===== src/rtl/flag_bank_pkg.sv =====
package flag_bank_pkg;

   typedef enum logic [1:0] {
      CTX_NORMAL = 2'd0,
      CTX_IRQ    = 2'd1,
      CTX_NMI    = 2'd2
   } ctx_e;

   localparam int NUM_CTX = 3;

   typedef struct packed {
      logic carry;
      logic zero;
   } flag_pair_t;

endpackage


===== src/rtl/fb_ctx_tracker.sv =====
module fb_ctx_tracker
   import flag_bank_pkg::*;
#(
   parameter int HIST_DEPTH = 2
) (
   input  logic clk,
   input  logic rst_n,
   input  logic nmi_enter,
   input  logic irq_enter,
   input  logic ret,
   output ctx_e ctx_o
);

   localparam int CNT_W = $clog2(HIST_DEPTH + 1);
   localparam logic [CNT_W-1:0] CNT_FULL = CNT_W'(HIST_DEPTH);

   ctx_e             cur_q;
   logic [CNT_W-1:0] cnt_q;
   logic             do_push;
   logic             do_pop;
   ctx_e             top_ent;

   assign do_push = nmi_enter | irq_enter;
   assign do_pop  = ret & ~do_push;

   always_ff @(posedge clk or negedge rst_n) begin
      if (!rst_n) begin
         cur_q <= CTX_NMI;
      end else if (nmi_enter) begin
         cur_q <= CTX_NMI;
      end else if (irq_enter) begin
         cur_q <= CTX_IRQ;
      end else if (do_pop) begin
         cur_q <= (cnt_q != '0) ? top_ent : CTX_NORMAL;
      end
   end

   always_ff @(posedge clk or negedge rst_n) begin
      if (!rst_n) begin
         cnt_q <= '0;
      end else if (do_push) begin
         if (cnt_q != CNT_FULL) cnt_q <= cnt_q + 1'b1;
      end else if (do_pop) begin
         if (cnt_q != '0) cnt_q <= cnt_q - 1'b1;
      end
   end

   for (genvar i = 0; i < HIST_DEPTH; i++) begin : g_hist
      ctx_e ent_q;
      ctx_e push_src;
      ctx_e pop_src;

      if (i == 0) begin : g_head
         assign push_src = cur_q;
      end else begin : g_body
         assign push_src = g_hist[i-1].ent_q;
      end

      if (i == HIST_DEPTH - 1) begin : g_tail
         assign pop_src = CTX_NORMAL;
      end else begin : g_link
         assign pop_src = g_hist[i+1].ent_q;
      end

      always_ff @(posedge clk or negedge rst_n) begin
         if (!rst_n) begin
            ent_q <= CTX_NORMAL;
         end else if (do_push) begin
            ent_q <= push_src;
         end else if (do_pop) begin
            ent_q <= pop_src;
         end
      end
   end

   assign top_ent = g_hist[0].ent_q;
   assign ctx_o   = cur_q;


   nmi_entry_chk: assert property (@(posedge clk) disable iff (!rst_n)
      nmi_enter |=> ctx_o == CTX_NMI);


   irq_entry_chk: assert property (@(posedge clk) disable iff (!rst_n)
      (irq_enter && !nmi_enter) |=> ctx_o == CTX_IRQ);


   ret_restore_chk: assert property (@(posedge clk) disable iff (!rst_n)
      (do_pop && cnt_q != '0) |=> ctx_o == $past(top_ent));


   ret_empty_chk: assert property (@(posedge clk) disable iff (!rst_n)
      (do_pop && cnt_q == '0) |=> ctx_o == CTX_NORMAL);


   depth_bound_chk: assert property (@(posedge clk) disable iff (!rst_n)
      cnt_q <= CNT_FULL);


   ctx_legal_chk: assert property (@(posedge clk) disable iff (!rst_n)
      ctx_o != 2'd3);

endmodule


===== src/rtl/fb_flag_pair.sv =====
module fb_flag_pair
   import flag_bank_pkg::*;
(
   input  logic       clk,
   input  logic       rst_n,
   input  logic       sel,
   input  logic       upd_arith,
   input  logic       upd_logic,
   input  logic       upd_bit,
   input  logic       res_zero,
   input  logic       alu_carry,
   input  logic       bit_val,
   output flag_pair_t flags_o
);

   flag_pair_t pair_q;
   flag_pair_t pair_d;

   always_comb begin
      pair_d = pair_q;
      if (sel) begin
         if (upd_arith) begin
            pair_d.carry = alu_carry;
            pair_d.zero  = res_zero;
         end else if (upd_logic) begin
            pair_d.zero  = res_zero;
         end else if (upd_bit) begin
            pair_d.carry = bit_val;
         end
      end
   end

   always_ff @(posedge clk or negedge rst_n) begin
      if (!rst_n) pair_q <= '0;
      else        pair_q <= pair_d;
   end

   assign flags_o = pair_q;


   idle_pair_hold_chk: assert property (@(posedge clk) disable iff (!rst_n)
      !sel |=> $stable(flags_o));


   logic_keeps_carry_chk: assert property (@(posedge clk) disable iff (!rst_n)
      (sel && upd_logic && !upd_arith) |=> $stable(flags_o.carry));


   bit_loads_carry_chk: assert property (@(posedge clk) disable iff (!rst_n)
      (sel && upd_bit && !upd_arith && !upd_logic)
         |=> (flags_o.carry == $past(bit_val)) && $stable(flags_o.zero));

endmodule


===== src/rtl/flag_bank.sv =====
module flag_bank
   import flag_bank_pkg::*;
#(
   parameter int DATA_W     = 8,
   parameter int HIST_DEPTH = 2
) (
   input  logic              clk,
   input  logic              rst_n,
   input  logic              nmi_enter_i,
   input  logic              irq_enter_i,
   input  logic              ret_i,
   input  logic              upd_arith_i,
   input  logic              upd_logic_i,
   input  logic              upd_bit_i,
   input  logic [DATA_W-1:0] alu_res_i,
   input  logic              alu_carry_i,
   input  logic              bit_val_i,
   output logic              carry_o,
   output logic              zero_o,
   output logic [1:0]        ctx_o
);

   if (DATA_W < 1) begin : g_bad_width
      $error("flag_bank: DATA_W must be at least 1");
   end
   if (HIST_DEPTH < 1) begin : g_bad_depth
      $error("flag_bank: HIST_DEPTH must be at least 1");
   end

   ctx_e       ctx;
   logic       res_zero;
   flag_pair_t bank [NUM_CTX];
   flag_pair_t act;

   fb_ctx_tracker #(
      .HIST_DEPTH (HIST_DEPTH)
   ) i_tracker (
      .clk       (clk),
      .rst_n     (rst_n),
      .nmi_enter (nmi_enter_i),
      .irq_enter (irq_enter_i),
      .ret       (ret_i),
      .ctx_o     (ctx)
   );

   assign res_zero = (alu_res_i == '0);

   for (genvar p = 0; p < NUM_CTX; p++) begin : g_pair
      fb_flag_pair i_pair (
         .clk       (clk),
         .rst_n     (rst_n),
         .sel       (ctx == ctx_e'(p)),
         .upd_arith (upd_arith_i),
         .upd_logic (upd_logic_i),
         .upd_bit   (upd_bit_i),
         .res_zero  (res_zero),
         .alu_carry (alu_carry_i),
         .bit_val   (bit_val_i),
         .flags_o   (bank[p])
      );
   end

   always_comb begin
      unique case (ctx)
         CTX_IRQ: act = bank[1];
         CTX_NMI: act = bank[2];
         default: act = bank[0];
      endcase
   end

   assign carry_o = act.carry;
   assign zero_o  = act.zero;
   assign ctx_o   = ctx;


   arith_update_chk: assert property (@(posedge clk) disable iff (!rst_n)
      (upd_arith_i && !nmi_enter_i && !irq_enter_i && !ret_i)
         |=> (carry_o == $past(alu_carry_i)) && (zero_o == ($past(alu_res_i) == '0)));


   hold_without_update_chk: assert property (@(posedge clk) disable iff (!rst_n)
      (!upd_arith_i && !upd_logic_i && !upd_bit_i && !nmi_enter_i && !irq_enter_i && !ret_i)
         |=> $stable({carry_o, zero_o, ctx_o}));

endmodule


===== config.mk =====
export PLATFORM = sky130hd
export DESIGN_NAME = flag_bank
export DESIGN_NICKNAME = d
export VERILOG_FILES = /design/src/rtl/flag_bank_pkg.sv /design/src/rtl/fb_ctx_tracker.sv /design/src/rtl/fb_flag_pair.sv /design/src/rtl/flag_bank.sv
export SDC_FILE = /design/constraint.sdc
export NUM_CORES = 1
export LEC_CHECK = 0
export ABC_AREA = 1
export ABC_CLOCK_PERIOD_IN_PS = 1200
export BUFFER_PORTS_ARGS = -buffer_cell sky130_fd_sc_hd__buf_2
export CAP_MARGIN = 20
export CORE_MARGIN = 3
export CORE_UTILIZATION = 40
export DETAILED_ROUTE_END_ITERATION = 8
export PLACE_DENSITY = 0.64
export SYNTH_ARGS = -nofsm -noshare
export SYNTH_HDL_FRONTEND = slang
export SYNTH_SLANG_ARGS = --single-unit

===== constraint.sdc =====
create_clock -name clk -period 1.2 [get_ports clk]
set_input_delay 0.06 -clock clk [delete_from_list [all_inputs] [get_ports clk]]
set_output_delay 0.06 -clock clk [all_outputs]
set_load 0.01 [all_outputs]

# Yosys cells after proc, flatten, opt, wreduce, memory -nomap -nowiden

Index checks and enable logic that the tools add are counted.
Widths: inputs -> output; s select.

Bits in registers: 14
Bits in latches: 0
Memory bits (writable): 0
ROM bits: 0
Input bits: 18
Memories kept: 0

Add/subtract/negate cells: 2
$mul: 0
Divide/modulo/power cells: 0
Order comparisons: 0
Equal/unequal tests: 5
Shift operators: 0
Multiplexer cells: 17
Bitwise gates (word level): 3
Reductions and logical operators: 15

Operators with widths:

| cell                | number |
|---|---|
| $mux 2              | 13 |
| $reduce_and 3->1    | 4 |
| $reduce_bool 2->1   | 5 |
| $logic_not 8->1     | 1 |
| $ne 2x2->1 const B  | 3 |
| $reduce_and 2->1    | 3 |
| $pmux 2 s2          | 1 |
| $mux 1              | 3 |
| $reduce_bool 3->1   | 1 |
| $add 2x1->2 const B | 1 |
| $eq 2x1->1 const B  | 1 |
| $eq 2x2->1 const B  | 1 |
| $logic_not 2->1     | 1 |
| $sub 2x1->2 const B | 1 |
| $and 1x1->1         | 1 |
| $not 1->1           | 1 |
| $or 1x1->1          | 1 |

# Longest topological paths before layout

Depth in word-level cells: 6
Gate-level depth with buffers: 6
Depth with buffers taken out: 6

# By module

From an unflattened synthesis, not the netlist that was laid out.

Cell total of the unflattened synthesis: 129
Area total of the unflattened synthesis: 849.6 µm²

Modules (own cells, without submodules):

| module         | times used | cells an instance | area each (µm²) |
|---|---|---|---|
| fb_ctx_tracker | 1          | 52                | 386.6 |
| fb_flag_pair   | 3          | 17                | 110.1 |
| flag_bank      | 1          | 26                | 132.6 |

# Least setup slack after synthesis

No wires, ideal clock.

Path type: reg-to-output
Start: register i_tracker.cur_q[1], in the netlist i_tracker.ctx_o[1]
End: output port carry_o
Data arrival time: 1.238 ns
Slack: -0.098 ns
Stages on the path, launching flop included: 5
Path buffers: 0
Path through: dfstp_2 inv_1 ha_1 nor2_1 a31oi_1

Longest elaborated chain between the ends: 2

RTL lines:

| what                                            | line                 | text |
|---|---|---|
| start, declared                                 | fb_ctx_tracker.sv:17 | `ctx_e cur_q;` |
| start signal, assigned                          | fb_ctx_tracker.sv:34 | `cur_q <= (cnt_q != '0) ? top_ent : CTX_NORMAL;` |
| $eq 2x2->1 / $eq 2x1->1 (equally long branches) | flag_bank.sv:64      | `unique case (ctx)` |
| $pmux 2 s2 *                                    | flag_bank.sv:64      |  |
| end, declared                                   | flag_bank.sv:18      | `output logic carry_o,` |

Mark *: on every way between the ends. The rest lies on a longest branch, timed or not.

# Worst setup path after layout

Same ends and word-level chain as after synthesis.

==> metrics.txt <==
final setup fails 4; CP max FO 4; final WL roughly 1.8 mm; Worst Path Required between 1 and 1.5 ns; period utilisation layout 1.29; first-pass GRT wire length 3.20 mm; MaxCap Viol Count 0; Core Area 1820 µm²; Power per Cell Area 1380 nW/µm²; via count approximately 750; CTS root buf clkbuf_4; vias in the first global route 739; Skew-Pair Late Insertion Delay 0.28 ns; initial core utilization 0.445; cell count after synthesis 110; Detail Route Antenna Nets 0; cell taking the most area after synthesis dfrtp_1; TritonCTS Buffers 3; clock skew approximately 0.010 ns; Post-Place Setup Slack -0.0554 ns; Layout Utilization 0.575; Yosys reg bits 14; final max-slew violation count 0; syn nets 132; placed cell area between 900 and 1000 µm²; Setup TNS -0.711 ns; GRT Util Overall 0.164; register area share after synthesis 0.434; Layout area overhead 29.4%; CTS tree done; worst hold slack 0.0601 ns; Final Cell Area 1050 µm²; crit path DAT 1.49 ns; leak pwr 0.564 nW; row count 15; Max Fclk 646 MHz; Clock transition at path regs ~0.090 ns; Peak VDD IR approximately 0.00063 V; critical path class flop to output pin; clock buffer depth 2; layout cells sized above 1 0.338; worst hold path stage count 3; drt drc 0; Post-Syn Area 810 µm²; violated checks negative setup slack; yosys warns 0; Slew HR 0.778; Final min period 1.55 ns; Hold WC Path Type primary input to flop; final net count 162; Worst R2R Path Depth 4; antenna violations before repair 0; area share of the largest cell type after synthesis 0.402; leading post-synthesis cells by cell area dfrtp_1, nand2_1, ha_1; pin count of the biggest net entering global routing 15; Syn Area/Cell 7.36 µm²; Critical Path Start Type flop; flop2flop setup slack -0.01 ns; most frequent cells in the layout nand2_1, buf_2, dfrtp_1, nor2_1, inv_1; die area between 2000 and 3000 µm²; vias per cell 4.58; Worst Tran Pin Value 0.332 ns; post-synth cell types 17; most common cell after layout, fill and taps aside nand2_1; number of DRC markers in iteration 0 6; GP Congestion between 0.7 and 0.8; DR WL/cell 10.9 µm; total grt overflow 0; Post-DP HPWL roughly 1.5 mm; first-pass detailed-route iteration total 4; RSZ-0062 raised after global routing yes; final worst setup slack -0.348 ns; Max H-tree Level 1; Boundary Pins 22; Die Wd 51.0 µm; Sink Count 14; Final Hold Fails 0; input/output buffers 21; ant diodes 0; chip height 51.0 µm; CP endpoint kind output pin; outcome finished with violations
[registers in the layout (all words and copies together) (netlist names)]
signal and cells:
g_pair.i_pair.flags_o 6, i_tracker.cnt_q 2, i_tracker.ctx_o 2, i_tracker.g_hist.ent_q 2, i_tracker.g_hist.pop_src 2
[metal layers]
metal | wire (µm) | track usage | vias to the layer above | share of wire
li1 | - | - | 401 | -
met1 | 850 | 0.213 | 339 | 0.48
met2 | 857 | 0.255 | 9 | 0.48
met3 | 58 | 0.0437 | 2 | 0.033
met4 | 17 | 0.0717 | 0 | 0.0095
met5 | 0 | 0 | - | 0
[worst max-delay path, cell delays in order, from the launching register on]
cell,delay [ns]
dfstp_2,0.55
inv_2,0.06
ha_4,0.29
nor2_2,0.04
a31oi_2,0.12
buf_2,0.15
[repair_timing]
item | 4_1_cts | 5_1_grt
buffers inserted | 1 | 0
endpoints found under the setup margin | 3 | 4
resized for setup | 3 | 0
hold buffers | 1 | 0
hold endpoints to repair | 14 | 0
pin swaps | 1 | 1
gates cloned | 0 | 0
[Yosys cell counts]
cell and instances:
nand3_1 8, nor2_4 1, nor2_2 2, inv_2 2, o21bai_2 1, ha_1 4, o21ai_2 1, nand2_1 41
dfstp_2 1, dfrtp_1 13, nand2_2 3, nor2_1 12, inv_1 11, a31oi_1 2, nand3_2 1, a21oi_1 2
o21ai_0 5
[kinds of logic after synthesis]
group,after synthesis,synth area share
AND/OR/NAND/NOR,68,0.360
flip-flops,14,0.434
buffers and inverters,13,0.0603
AO/OA/AOI/OAI,11,0.0835
adder cells (fa/ha/maj),4,0.0618
[stage by stage]
step / cells / power [mW]
2_1_floorplan: 110 / 0.991
3_3_place_gp: 158 / 1.13
3_5_place_dp: 158 / 1.15
4_1_cts: 164 / 1.45
5_1_grt: 164 / 1.56
6_report: 164 / 1.44
[final cells by class]
type	count	area [µm²]
fillers	201	773
multi-input cells	83	452
flip-flops and latches	14	352
repair buffers	25	138
inverters	13	48.8
well taps	25	31.3
clock buffers	4	26.3
[power by group]
part           switching, mW  internal (mW)  total [mW]
Clock                  0.157          0.129       0.286
Sequential            0.0724          0.573       0.646
Combinational          0.284          0.224       0.508
Total                  0.514          0.926        1.44
[worst paths after layout]
kind,start,endpoint
max in group asynchronous,rst_n,i_tracker.ctx_o[1]
min reg2reg,i_tracker.g_hist[0].pop_src[1],i_tracker.g_hist[0].pop_src[1]
min in group asynchronous,rst_n,g_pair[0].i_pair.flags_o[1]
max,i_tracker.ctx_o[1],carry_o
max reg2reg,i_tracker.ctx_o[1],g_pair[2].i_pair.flags_o[0]
min,ret_i,i_tracker.g_hist[0].ent_q[0]
No activity file was read; power rests on OpenSTA's default activity.
